<file path="src/rtl/usr_pkg.sv">
// Package: shared mode encoding for the bidirectional shift register.
// Assumes: a 2-bit select; encodings are fixed because software-visible.
package usr_pkg;
    typedef enum logic [1:0] {
        MODE_KEEP    = 2'b00,
        MODE_UP      = 2'b01,
        MODE_DOWN    = 2'b10,
        MODE_CAPTURE = 2'b11
    } usr_mode_e;
endpackage

</file>
<file path="src/rtl/usr_next_word.sv">
// Module: per-bit next-state selection for hold, both shifts and capture.
// Assumes: clear is applied downstream in the state register; purely combinational.
module usr_next_word
    import usr_pkg::*;
#(
    parameter int W = 8
) (
    input  usr_mode_e      mode,
    input  logic [W-1:0]   cur,
    input  logic           ser_up,
    input  logic           ser_down,
    input  logic [W-1:0]   cap,
    output logic [W-1:0]   nxt
);
    localparam int TOP = W - 1;

    for (genvar i = 0; i < W; i++) begin : g_bit
        logic from_below;
        logic from_above;

        if (i == 0) begin : g_low_end
            assign from_below = ser_up;
        end else begin : g_low_mid
            assign from_below = cur[i-1];
        end

        if (i == TOP) begin : g_high_end
            assign from_above = ser_down;
        end else begin : g_high_mid
            assign from_above = cur[i+1];
        end

        // Choose this bit's source according to the mode.
        always_comb begin
            unique case (mode)
                MODE_KEEP:    nxt[i] = cur[i];
                MODE_UP:      nxt[i] = from_below;
                MODE_DOWN:    nxt[i] = from_above;
                MODE_CAPTURE: nxt[i] = cap[i];
                default:      nxt[i] = cur[i];
            endcase
        end
    end
endmodule

</file>
<file path="src/rtl/usr_store.sv">
// Module: the W storage flops with synchronous active-low clear.
// Assumes: clear has priority over any next value offered.
module usr_store #(
    parameter int W = 8
) (
    input  logic           clk,
    input  logic           clr_n,
    input  logic [W-1:0]   nxt,
    output logic [W-1:0]   q
);
    // Update the stored word on each rising edge; clear first.
    always_ff @(posedge clk) begin
        if (!clr_n) q <= '0;
        else        q <= nxt;
    end
endmodule

</file>
<file path="src/rtl/usr_drive_ctl.sv">
// Module: drive-enable decode for the shared parallel port.
// Assumes: both enables active low; capture mode always releases the pins.
module usr_drive_ctl
    import usr_pkg::*;
(
    input  usr_mode_e mode,
    input  logic      en_a_n,
    input  logic      en_b_n,
    output logic      oe
);
    // Drive only when both enables are asserted and no capture is pending.
    always_comb begin
        oe = ~en_a_n & ~en_b_n & (mode != MODE_CAPTURE);
    end
endmodule

</file>
<file path="src/rtl/bidir_shift_reg.sv">
// Module: universal shift/storage register with a shared parallel port.
// Assumes: the port is split into in/out/oe and resolved outside this block;
//          all state changes on the rising clock edge.
module bidir_shift_reg
    import usr_pkg::*;
#(
    parameter int W = 8
) (
    input  logic         clk,
    input  logic         clr_n,
    input  logic [1:0]   mode_sel,
    input  logic         ser_up_in,
    input  logic         ser_down_in,
    input  logic         en_a_n,
    input  logic         en_b_n,
    input  logic [W-1:0] bus_in,
    output logic [W-1:0] bus_out,
    output logic         bus_oe,
    output logic         tap_low,
    output logic         tap_high
);
    localparam int TOP = W - 1;

    usr_mode_e    mode;
    logic [W-1:0] word_q;
    logic [W-1:0] word_d;

    assign mode = usr_mode_e'(mode_sel);

    usr_next_word #(.W(W)) next_i (
        .mode     (mode),
        .cur      (word_q),
        .ser_up   (ser_up_in),
        .ser_down (ser_down_in),
        .cap      (bus_in),
        .nxt      (word_d)
    );

    usr_store #(.W(W)) store_i (
        .clk   (clk),
        .clr_n (clr_n),
        .nxt   (word_d),
        .q     (word_q)
    );

    usr_drive_ctl drive_i (
        .mode   (mode),
        .en_a_n (en_a_n),
        .en_b_n (en_b_n),
        .oe     (bus_oe)
    );

    assign bus_out  = word_q;
    assign tap_low  = word_q[0];
    assign tap_high = word_q[TOP];
endmodule

</file>
<file path="config.mk">
export PLATFORM = sky130hd
export DESIGN_NAME = bidir_shift_reg
export DESIGN_NICKNAME = d
export VERILOG_FILES = /design/src/rtl/usr_pkg.sv /design/src/rtl/usr_next_word.sv /design/src/rtl/usr_store.sv /design/src/rtl/usr_drive_ctl.sv /design/src/rtl/bidir_shift_reg.sv
export SDC_FILE = /design/constraint.sdc
export NUM_CORES = 1
export LEC_CHECK = 0
export ABC_AREA = 1
export BUFFER_PORTS_ARGS = -buffer_cell sky130_fd_sc_hd__buf_2
export CAP_MARGIN = 0
export CORE_AREA = 2 2 39 41
export DETAILED_ROUTE_END_ITERATION = 10
export DIE_AREA = 0 0 41 43
export GPL_ROUTABILITY_DRIVEN = 1
export HOLD_SLACK_MARGIN = 0.15
export PLACE_DENSITY = 0.68
export SLEW_MARGIN = 20
export SYNTH_ARGS = -nofsm -noshare
export SYNTH_HDL_FRONTEND = slang
export SYNTH_SLANG_ARGS = --single-unit
</file>
<file path="constraint.sdc">
create_clock -name clk -period 1.64 [get_ports clk]
set_input_delay 0.164 -clock clk [delete_from_list [all_inputs] [get_ports clk]]
set_output_delay 0.164 -clock clk [all_outputs]
set_load 0.02 [all_outputs]
</file>
==> reports/metrics.cfg <==
[setup_path]
arrival_ns = 0.84
crit_buf_inv = 1
cp-start-kind = register
critical_path.max_fanout = 4
worstSetupEndpointType = output port
r2r_setup_slack_ns = 0.88
path_cells = buf_2
r2r-start = store_i.q[4]
slowest_delay_ns = 0.39
path_class = register to output port
cp_slowest_cell = dfxtp_1
worstRegToRegCells = 4
required_ns = 1.48
r2r-end = store_i.q[5]
cp_top_family = flip-flops

[logic_synthesis]
syn_area_um2 = 524
yosysWarnings = 0
yosysMostFrequentCell = nor2_1
ys.flop_type = dfxtp_1
yosysTopAreaCell = dfxtp_1
synth_top_area_share_pct = 30.5
synth_seq_area_share_pct = 30.5
synth_edf_count = 0
netlist_top_cells_count = nor2_1 (17), nand2_1 (15), nand3_1 (15)
syn_inst = 85
syn_nets = 101
ys_top_cells_by_area = dfxtp_1 (31%), nand3_1 (14%), nor2_1 (12%)
synth_cell_types = 15
synthArstFlopShare_pct = 0
syn_avg_cell_area_um2 = 6.17
ys_seq_elements = 8

[clocking]
cts_resized = 0
cts_tree = done
cts-root-buf = clkbuf_4
post-cts-setup-buffers = 0
clk_latency_ns = 0.26
htree_num_levels = 1
cts_buffer_depth = 2
cts_inserted_buffers = 3
clkTransAtPathRegs_ns = 0.06
cts_sinks = 8
ctsHoldBuffers = 0

[run]
maxCapViolCount = 0

[finish]
n_antenna_cell = 0
syn2layout_area_growth_pct = 26.3
ff_latch_area_um2 = 160
fillers = 154
multi_input_area_um2 = 280
top_regs = store_i.q (8)
largest_register = store_i.q
fin_nets = 128
layout-drive-gt1-share_pct = 31.8
largest_register_ffs = 8

[floorplanning]
die_w_um = 41
row_count = 14
core_um2 = 1380
fp.dieH_um = 43
die_area_um2 = 1760
initial_utilization_pct = 37.9
ios = 27

[outcome]
run_status = finished clean

[power_and_ir_drop]
leakage_nw = 0.384
p_per_area_nw_per_um2 = 778
vdd_ir_drop_max_v = 0.000456
power_mw = 0.515

[grt]
grt_first_pass_wirelength_um = 1990
grt_max_degree = 15
grt_pass1_vias = 489
antenna_found_initial = 0
grt_overflow = 0
grt.total_usage_pct = 16.3

[detailed_routing]
wire_per_inst_um = 10.0
viasPerCell = 4.76
dr.first_iter.drc_count = 10
drtPass1Iterations = 4
drc = 0
ant_nets = 0
via_count = 600
wl_um = 1260

[min_path]
hold_class = primary input to register
hold_end = store_i.q[6]
min-delay-start = clr_n
hold_depth = 3

[sta]
finalSetupTns_ns = 0
skew_ns = 0.00372
report.final.slew_viol_count = 0
clock.fmax_ghz = 1.00
max_slew.worst_pin.slew_ns = 0.225
final_hold_viol_count = 0
slew_headroom_pct = 85.0
finalSetupViolCount = 0
rsz0062_at_grt = no
timing.hold.ws_ns = 0.204
fin_crit_sh_pct = 61.0
post-route-min-period_ns = 1.00

[placement]
dp_hpwl_um = 981
port-buffer-count = 26
gp_congestion = 0.803

cell usage in the layout (no fill, tap or decap):
cell type | Yosys | layout
nor2_2 | 2 | 2
nand3_1 | 15 | 15
nand2_1 | 15 | 15
nand2_4 | 1 | 1
o21ai_1 | 5 | 5
nor2_1 | 17 | 17
inv_1 | 11 | 11
clkbuf_4 | 0 | 3
inv_2 | 2 | 2
o21bai_1 | 3 | 3
a21oi_2 | 1 | 1
o21ai_0 | 1 | 1
buf_2 | 1 | 26
dfxtp_1 | 8 | 8
per-layer routing:
| metal | GRT usage (%) | routed length (um) | vias up |
|---|---|---|---|
| li1 | - | - | 315 |
| met1 | 23.8 | 588 | 260 |
| met2 | 20.9 | 554 | 21 |
| met3 | 6.28 | 103 | 4 |
| met4 | 6.00 | 15 | 0 |
| met5 | 0 | 0 | - |
worst max path at each step:
stage | start | endpoint | cells past startpoint
floorplan | store_i.q[0] | bus_out[0] | 1
global placement | mode_sel[1] | store_i.q[1] | 6
detailed placement | mode_sel[1] | store_i.q[1] | 6
CTS | store_i.q[5] | bus_out[5] | 1
global route | store_i.q[4] | bus_out[4] | 1
finish | store_i.q[5] | bus_out[5] | 1
tightest hold or removal path: stages:
cell and delay, ns:
buf_2 0.14, o21ai_1 0.07, nor2_1 0.04
per-stage QoR:
step	cell area [um2]	utilization, %	worst slack, ns	cells
2_1_floorplan	524	-	0.838	85
3_3_place_gp	639	46.2	0.667	123
3_5_place_dp	639	46.2	0.638	123
4_1_cts	662	47.8	0.634	126
5_1_grt	662	47.8	0.613	126
6_report	662	47.8	0.640	126
kinds of logic after synthesis:
kind of cell | synth area share (%)
flops | 30.5
simple gates | 41.8
compound gates | 11.7
buf+inv | 16.0
final cells by class:
| class | instances | share of cell area (%) |
|---|---|---|
| Multi-Input combinational cell | 60 | 42.3 |
| Tap cell | 16 | 3.02 |
| Sequential cell | 8 | 24.2 |
| Timing Repair Buffer | 26 | 19.7 |
| Inverter | 13 | 7.37 |
| Clock buffer | 3 | 3.40 |
report_power, final:
group	internal, mW	switching (mW)	leakage, nW
combinational	0.0526	0.0842	0.304
sequential	0.209	0.0149	0.0661
clock	0.0839	0.0698	0.0138
total	0.346	0.169	0.384
No activity file was read; power rests on OpenSTA's default activity.
